==> src/rtl/abort_pkg.sv <==
package abort_pkg;
  localparam int NSRC     = 4;
  localparam int SRC_WP   = 0;
  localparam int SRC_TLB  = 1;
  localparam int SRC_WALK = 2;
  localparam int SRC_BUS  = 3;
  localparam int ACC_W    = 2;
  localparam int FS_W     = 3;
  localparam int MODE_W   = 2;

  typedef enum logic [ACC_W-1:0] {
    ACC_LOAD = 2'd0, ACC_STORE = 2'd1, ACC_SWAP_LD = 2'd2, ACC_PC_LD = 2'd3
  } acc_e;

  typedef enum logic [MODE_W-1:0] {
    MODE_NONE = 2'd0, MODE_ABT = 2'd1, MODE_MON = 2'd2
  } mode_e;

  typedef enum logic [FS_W-1:0] {
    FS_NONE = 3'd0, FS_WATCH = 3'd1, FS_TLB = 3'd2, FS_WALK = 3'd3,
    FS_EXT_PREC = 3'd4, FS_EXT_IMPR = 3'd5
  } fs_e;

  typedef struct packed {
    logic  ext;
    logic  precise;
    fs_e   fs;
    mode_e mode;
    logic  mirq;
    logic  mfiq;
  } verdict_t;

  localparam verdict_t VERDICT_IDLE = '{ext: 1'b0, precise: 1'b0, fs: FS_NONE,
                                         mode: MODE_NONE, mirq: 1'b0, mfiq: 1'b0};

  // Bus fault precision: ordered memory, swap load half, or PC/status load.
  function automatic logic bus_precise(input logic so, input acc_e acc);
    return so || (acc == ACC_SWAP_LD) || (acc == ACC_PC_LD);
  endfunction

  function automatic mode_e pick_mode(input logic ext, input logic to_mon);
    return (ext && to_mon) ? MODE_MON : MODE_ABT;
  endfunction
endpackage

==> src/rtl/abort_arbiter.sv <==
module abort_arbiter #(
  parameter int N = 4
) (
  input  logic [N-1:0] req,
  output logic [N-1:0] grant,
  output logic         any
);
  logic [N:0] seen;
  assign seen[0] = 1'b0;

  for (genvar i = 0; i < N; i++) begin : g_chain
    assign grant[i]  = req[i] & ~seen[i];
    assign seen[i+1] = seen[i] | req[i];
  end

  assign any = seen[N];
endmodule

==> src/rtl/abort_classifier.sv <==
module abort_classifier
  import abort_pkg::*;
(
  input  logic [NSRC-1:0] grant,
  input  acc_e            acc,
  input  logic            so_mem,
  input  logic            to_mon,
  output verdict_t        verdict
);
  always_comb begin
    verdict = VERDICT_IDLE;
    if (grant[SRC_WP]) begin
      verdict.ext     = 1'b0;
      verdict.precise = 1'b1;
      verdict.fs      = FS_WATCH;
    end else if (grant[SRC_TLB]) begin
      verdict.ext     = 1'b0;
      verdict.precise = 1'b1;
      verdict.fs      = FS_TLB;
    end else if (grant[SRC_WALK]) begin
      verdict.ext     = 1'b1;
      verdict.precise = 1'b1;
      verdict.fs      = FS_WALK;
    end else if (grant[SRC_BUS]) begin
      verdict.ext     = 1'b1;
      verdict.precise = bus_precise(so_mem, acc);
      verdict.fs      = verdict.precise ? FS_EXT_PREC : FS_EXT_IMPR;
    end
    if (|grant) begin
      verdict.mode = pick_mode(verdict.ext, to_mon);
      verdict.mirq = 1'b1;
      verdict.mfiq = (verdict.mode == MODE_MON);
    end
  end
endmodule

==> src/rtl/abort_outreg.sv <==
module abort_outreg
  import abort_pkg::*;
(
  input  logic     clk,
  input  logic     rst_n,
  input  logic     load,
  input  verdict_t next_v,
  output logic     pulse,
  output verdict_t cur_v
);
  always_ff @(posedge clk or negedge rst_n) begin
    if (!rst_n) begin
      pulse <= 1'b0;
      cur_v <= VERDICT_IDLE;
    end else if (load) begin
      pulse <= 1'b1;
      cur_v <= next_v;
    end else begin
      pulse <= 1'b0;
      cur_v <= VERDICT_IDLE;
    end
  end
endmodule

==> src/rtl/abort_router.sv <==
module abort_router
  import abort_pkg::*;
(
  input  logic                 clk,
  input  logic                 rst_n,
  input  logic                 abt_valid,
  input  logic [NSRC-1:0]      src_vec,
  input  logic [ACC_W-1:0]     acc_kind,
  input  logic                 so_mem,
  input  logic                 ext_to_mon,
  output logic                 take_exc,
  output logic                 is_ext,
  output logic                 is_precise,
  output logic [FS_W-1:0]      fsr_sel,
  output logic [MODE_W-1:0]    tgt_mode,
  output logic                 mask_irq,
  output logic                 mask_fiq
);
  logic [NSRC-1:0] grant_w;
  logic            any_w;
  logic            hit_w;
  verdict_t        next_w;
  verdict_t        cur_w;

  abort_arbiter #(.N(NSRC)) u_arb (
    .req   (src_vec),
    .grant (grant_w),
    .any   (any_w)
  );

  abort_classifier u_cls (
    .grant   (grant_w),
    .acc     (acc_e'(acc_kind)),
    .so_mem  (so_mem),
    .to_mon  (ext_to_mon),
    .verdict (next_w)
  );

  assign hit_w = abt_valid & any_w;

  abort_outreg u_reg (
    .clk    (clk),
    .rst_n  (rst_n),
    .load   (hit_w),
    .next_v (next_w),
    .pulse  (take_exc),
    .cur_v  (cur_w)
  );

  assign is_ext     = cur_w.ext;
  assign is_precise = cur_w.precise;
  assign fsr_sel    = cur_w.fs;
  assign tgt_mode   = cur_w.mode;
  assign mask_irq   = cur_w.mirq;
  assign mask_fiq   = cur_w.mfiq;
endmodule

==> config.mk <==
export PLATFORM = sky130hd
export DESIGN_NAME = abort_router
export DESIGN_NICKNAME = d
export VERILOG_FILES = /design/src/rtl/abort_pkg.sv /design/src/rtl/abort_arbiter.sv /design/src/rtl/abort_classifier.sv /design/src/rtl/abort_outreg.sv /design/src/rtl/abort_router.sv
export SDC_FILE = /design/constraint.sdc
export NUM_CORES = 1
export LEC_CHECK = 0
export BUFFER_PORTS_ARGS = -buffer_cell sky130_fd_sc_hd__buf_2
export CAP_MARGIN = 40
export CORE_AREA = 10 10 47 49
export DETAILED_ROUTE_END_ITERATION = 8
export DIE_AREA = 0 0 57 59
export PLACE_DENSITY = 0.57
export SYNTH_ARGS = -nofsm -noshare
export SYNTH_HDL_FRONTEND = slang
export SYNTH_SLANG_ARGS = --single-unit
export TNS_END_PERCENT = 100
==> constraint.sdc <==
create_clock -name clk -period 0.8 [get_ports clk]
set_input_delay 0.08 -clock clk [delete_from_list [all_inputs] [get_ports clk]]
set_output_delay 0.08 -clock clk [all_outputs]
set_load 0.01 [all_outputs]
==> metrics.md <==
| Metric | Value |
|---|---|
| Status | finished with violations |
| Violated checks | negative setup slack |
| Post-synthesis compound-gate area fraction | 0.1449 |
| Power Density | approximately 1900 nW/um^2 |
| Synthesis-to-finish area growth | 44.17% |
| Fmax | ~1200 MHz |
| Endpoints failing hold | 0 |
| Post-synthesis adder-cell area fraction | 0 |
| Starting DRT DRC Count | 3 |
| Startpoint types | register |
| Post-layout util | 0.3643 |
| Std-Cell Rows | 14 |
| Routed len/inst | around 13 microns |
| Drt total wl | 826 microns |
| DRC | 0 |
| CP max stage delay | around 0.37 ns |
| GP Congestion | 0.6847 |
| Max Slew Vio Count | 0 |
| Vias in the first global route | 352 |
| Yosys reg bits | 9 |
| # placed instances | 61 |
| Root Buffer | clkbuf_4 |
| Tightest Pin Transition | 0.2496 ns |
| Largest family of logic cells by synthesized area | simple AND/OR/NAND/NOR gates |
| Syn. warnings | 0 |
| Ys async rst share | 1.000 |
| Via count | 293 |
| Post-synth top area share | 0.6360 |
| Worst path bufs/invs | 1 |
| Syn Area/Cell | about 13 sq um |
| Mux cell area share after synthesis | 0 |
| Crit path max-delay family | flip-flops |
| Critical-path maximum fanout | 2 |
| Yosys top cell by area | dfrtp_1 |
| # Post-CTS Setup Buffers | 0 |
| Total grt overflow | 0 |
| Net Count, Synth | 38 |
| Max Cap Viol | 0 |
| Setup TNS | -0.2881 ns |
| Final Setup Violations | 10 |
| Total GRT Usage | 0.05490 |
| Initial antenna violation count | 0 |
| Post-synth design cell area | around 350 sq um |
| Filler cell count | approximately 150 |
| H-Tree Depth | 1 |
| Slowest CP cell | dfrtp_1 |
| Top-Level Pins | 21 |
| Number of flops mapped to enable cells by yosys | 0 |
| FF/Latch Area | about 230 sq um |
| Cell count after synthesis | 27 |
| Num Clock Sinks | 9 |
| Met1 layer usage reported by global route | 0.05468 |
| Post-Synth XOR/XNOR Area | 0 |
| Setup CP Type | register to primary output |
| Largest net degree at the start of global routing | 10 |
| Die width | approximately 57 microns |
| Via density | 4.439 |
| Reg clk slew, reported paths | ~0.060 ns |
| Bufs on Longest Clock Path | 2 |
| Initial Util | 0.2527 |
| CTS buffer count | 3 |
| Ys flop type | dfrtp_1 |
| Crit path capture type | primary output |
| GRT busiest layer | met2 |
| Post-Synth Simple-Gate Area | 0.1979 |
| Die H | about 59 microns |
| CTS tree | done |
| Antenna cells | 0 |
| WHS | 0.03633 ns |
| Worst path cell trace | buf_2 |
| Fraction of layout cells with a size suffix above 1 | 0.4600 |
| RSZ-0062 raised after global routing | yes |
| Leakage power | around 0.27 nW |
| Relative slew slack | 0.8330 |
| Sequential cell area fraction in the yosys report | 0.6360 |
| Area of the multi-input gates | 121.4 sq um |
| Met3 Resource Use GR | 0.02575 |
| Count leader, synth | dfrtp_1 |
| Setup WS post-layout | -0.04531 ns |
| Global-route wire length before repair | ~1.4 mm |
| Met2 Use GR | 0.07907 |
| Period utilization | 1.057 |
| Final non-filler cell total | 66 |
| Fin nets | between 60 and 70 |
| Total core area | 1401 sq um |
| Crit path time final | ~0.85 ns |
| TritonRoute pass-1 iters | 3 |
| Crit path required time | ~0.72 ns |
| Hold crit path type | input pin to register |
| Netlist cell types | 14 |
| CP arrival | about 0.77 ns |
| Area contributors post-synth | dfrtp_1 (64%), a21boi_0 (8.5%), nor4b_2 (4.2%), nor2_1 (3.2%), and4b_1 (2.8%) |
| Total die area | between 3000 and 4000 sq um |
| Antenna-violating nets left | 0 |
| Post-synth top cells | dfrtp_1 (9), a21boi_0 (4), nor2_1 (3) |
| Port bufs | 19 |
| VDD IR max | 492.6 uV |
| Worst slack at placement | about 0.045 ns |
==> routing by layer <==
layer  wire length [microns]  vias to the layer above
li1                        -                      142
met1                     343                      136
met2                     405                       13
met3                      57                        2
met4                      20                        0
met5                       0                        -
==> kinds of logic (layout without fill, tap and decap cells) <==
logic type	count (synthesis)	count (layout)
DFF	9	9
and+or+nand+nor	10	10
AOI/OAI and AO/OA	7	7
buffers and inverters	1	24
==> area by class of cell <==
| type | instances | area share |
|---|---|---|
| well taps | 16 | 0.03922 |
| multi-input cells | 17 | 0.2377 |
| clock buffers | 4 | 0.05147 |
| repair buffers | 20 | 0.2304 |
| flip-flops and latches | 9 | 0.4412 |
==> layout by cell type, fill, tap and decap left out, types with 2 or more instances in the layout <==
cell type  Yosys  routed
buf_6          0       2
dfrtp_1        9       9
clkbuf_4       0       3
buf_2          0      17
a21boi_0       4       4
nor2_1         3       3
==> power by group <==
part	leakage [nW]	switching, W	internal (W)	total [W]
clock	0.0150	0.000149	0.000192	0.000341
combinational	0.136	0.0000654	0.0000579	0.000123
sequential	0.114	0.00000555	0.000477	0.000483
==> path summary, 6_finish.rpt <==
check                      slack [ns]  cells past startpoint                     start                       end
max                             -0.05                      1  u_reg.cur_v[0]$_DFF_PN0_               tgt_mode[1]
min in group asynchronous        0.20                      2                     rst_n  u_reg.cur_v[8]$_DFF_PN0_
min                              0.04                      2                src_vec[0]  u_reg.cur_v[5]$_DFF_PN0_
max in group asynchronous        0.43                      2                     rst_n  u_reg.cur_v[6]$_DFF_PN0_
==> metrics by stage <==
stage / total power [W] / area [sq um]
2_1_floorplan: 0.0005367 / 354.1
3_3_place_gp: 0.0006086 / 461.7
3_5_place_dp: 0.0006106 / 461.7
4_1_cts: 0.0009542 / 498.0
5_1_grt: 0.001000 / 510.5
6_report: 0.0009470 / 510.5
==> state kept, by name, summed over array words and instances, names as in the netlist <==
register / cells
u_reg.cur_v: 8
u_reg.pulse: 1
==> timing repair <==
item                       in CTS  in global routing
setup endpoints to repair      10                 10
gates resized for setup         0                  2
hold buffers                    1                  0
pin swaps                       0                  0
gates cloned                    0                  0
hold endpoints to repair        9                  0
No activity file was read; power rests on OpenSTA's default activity.
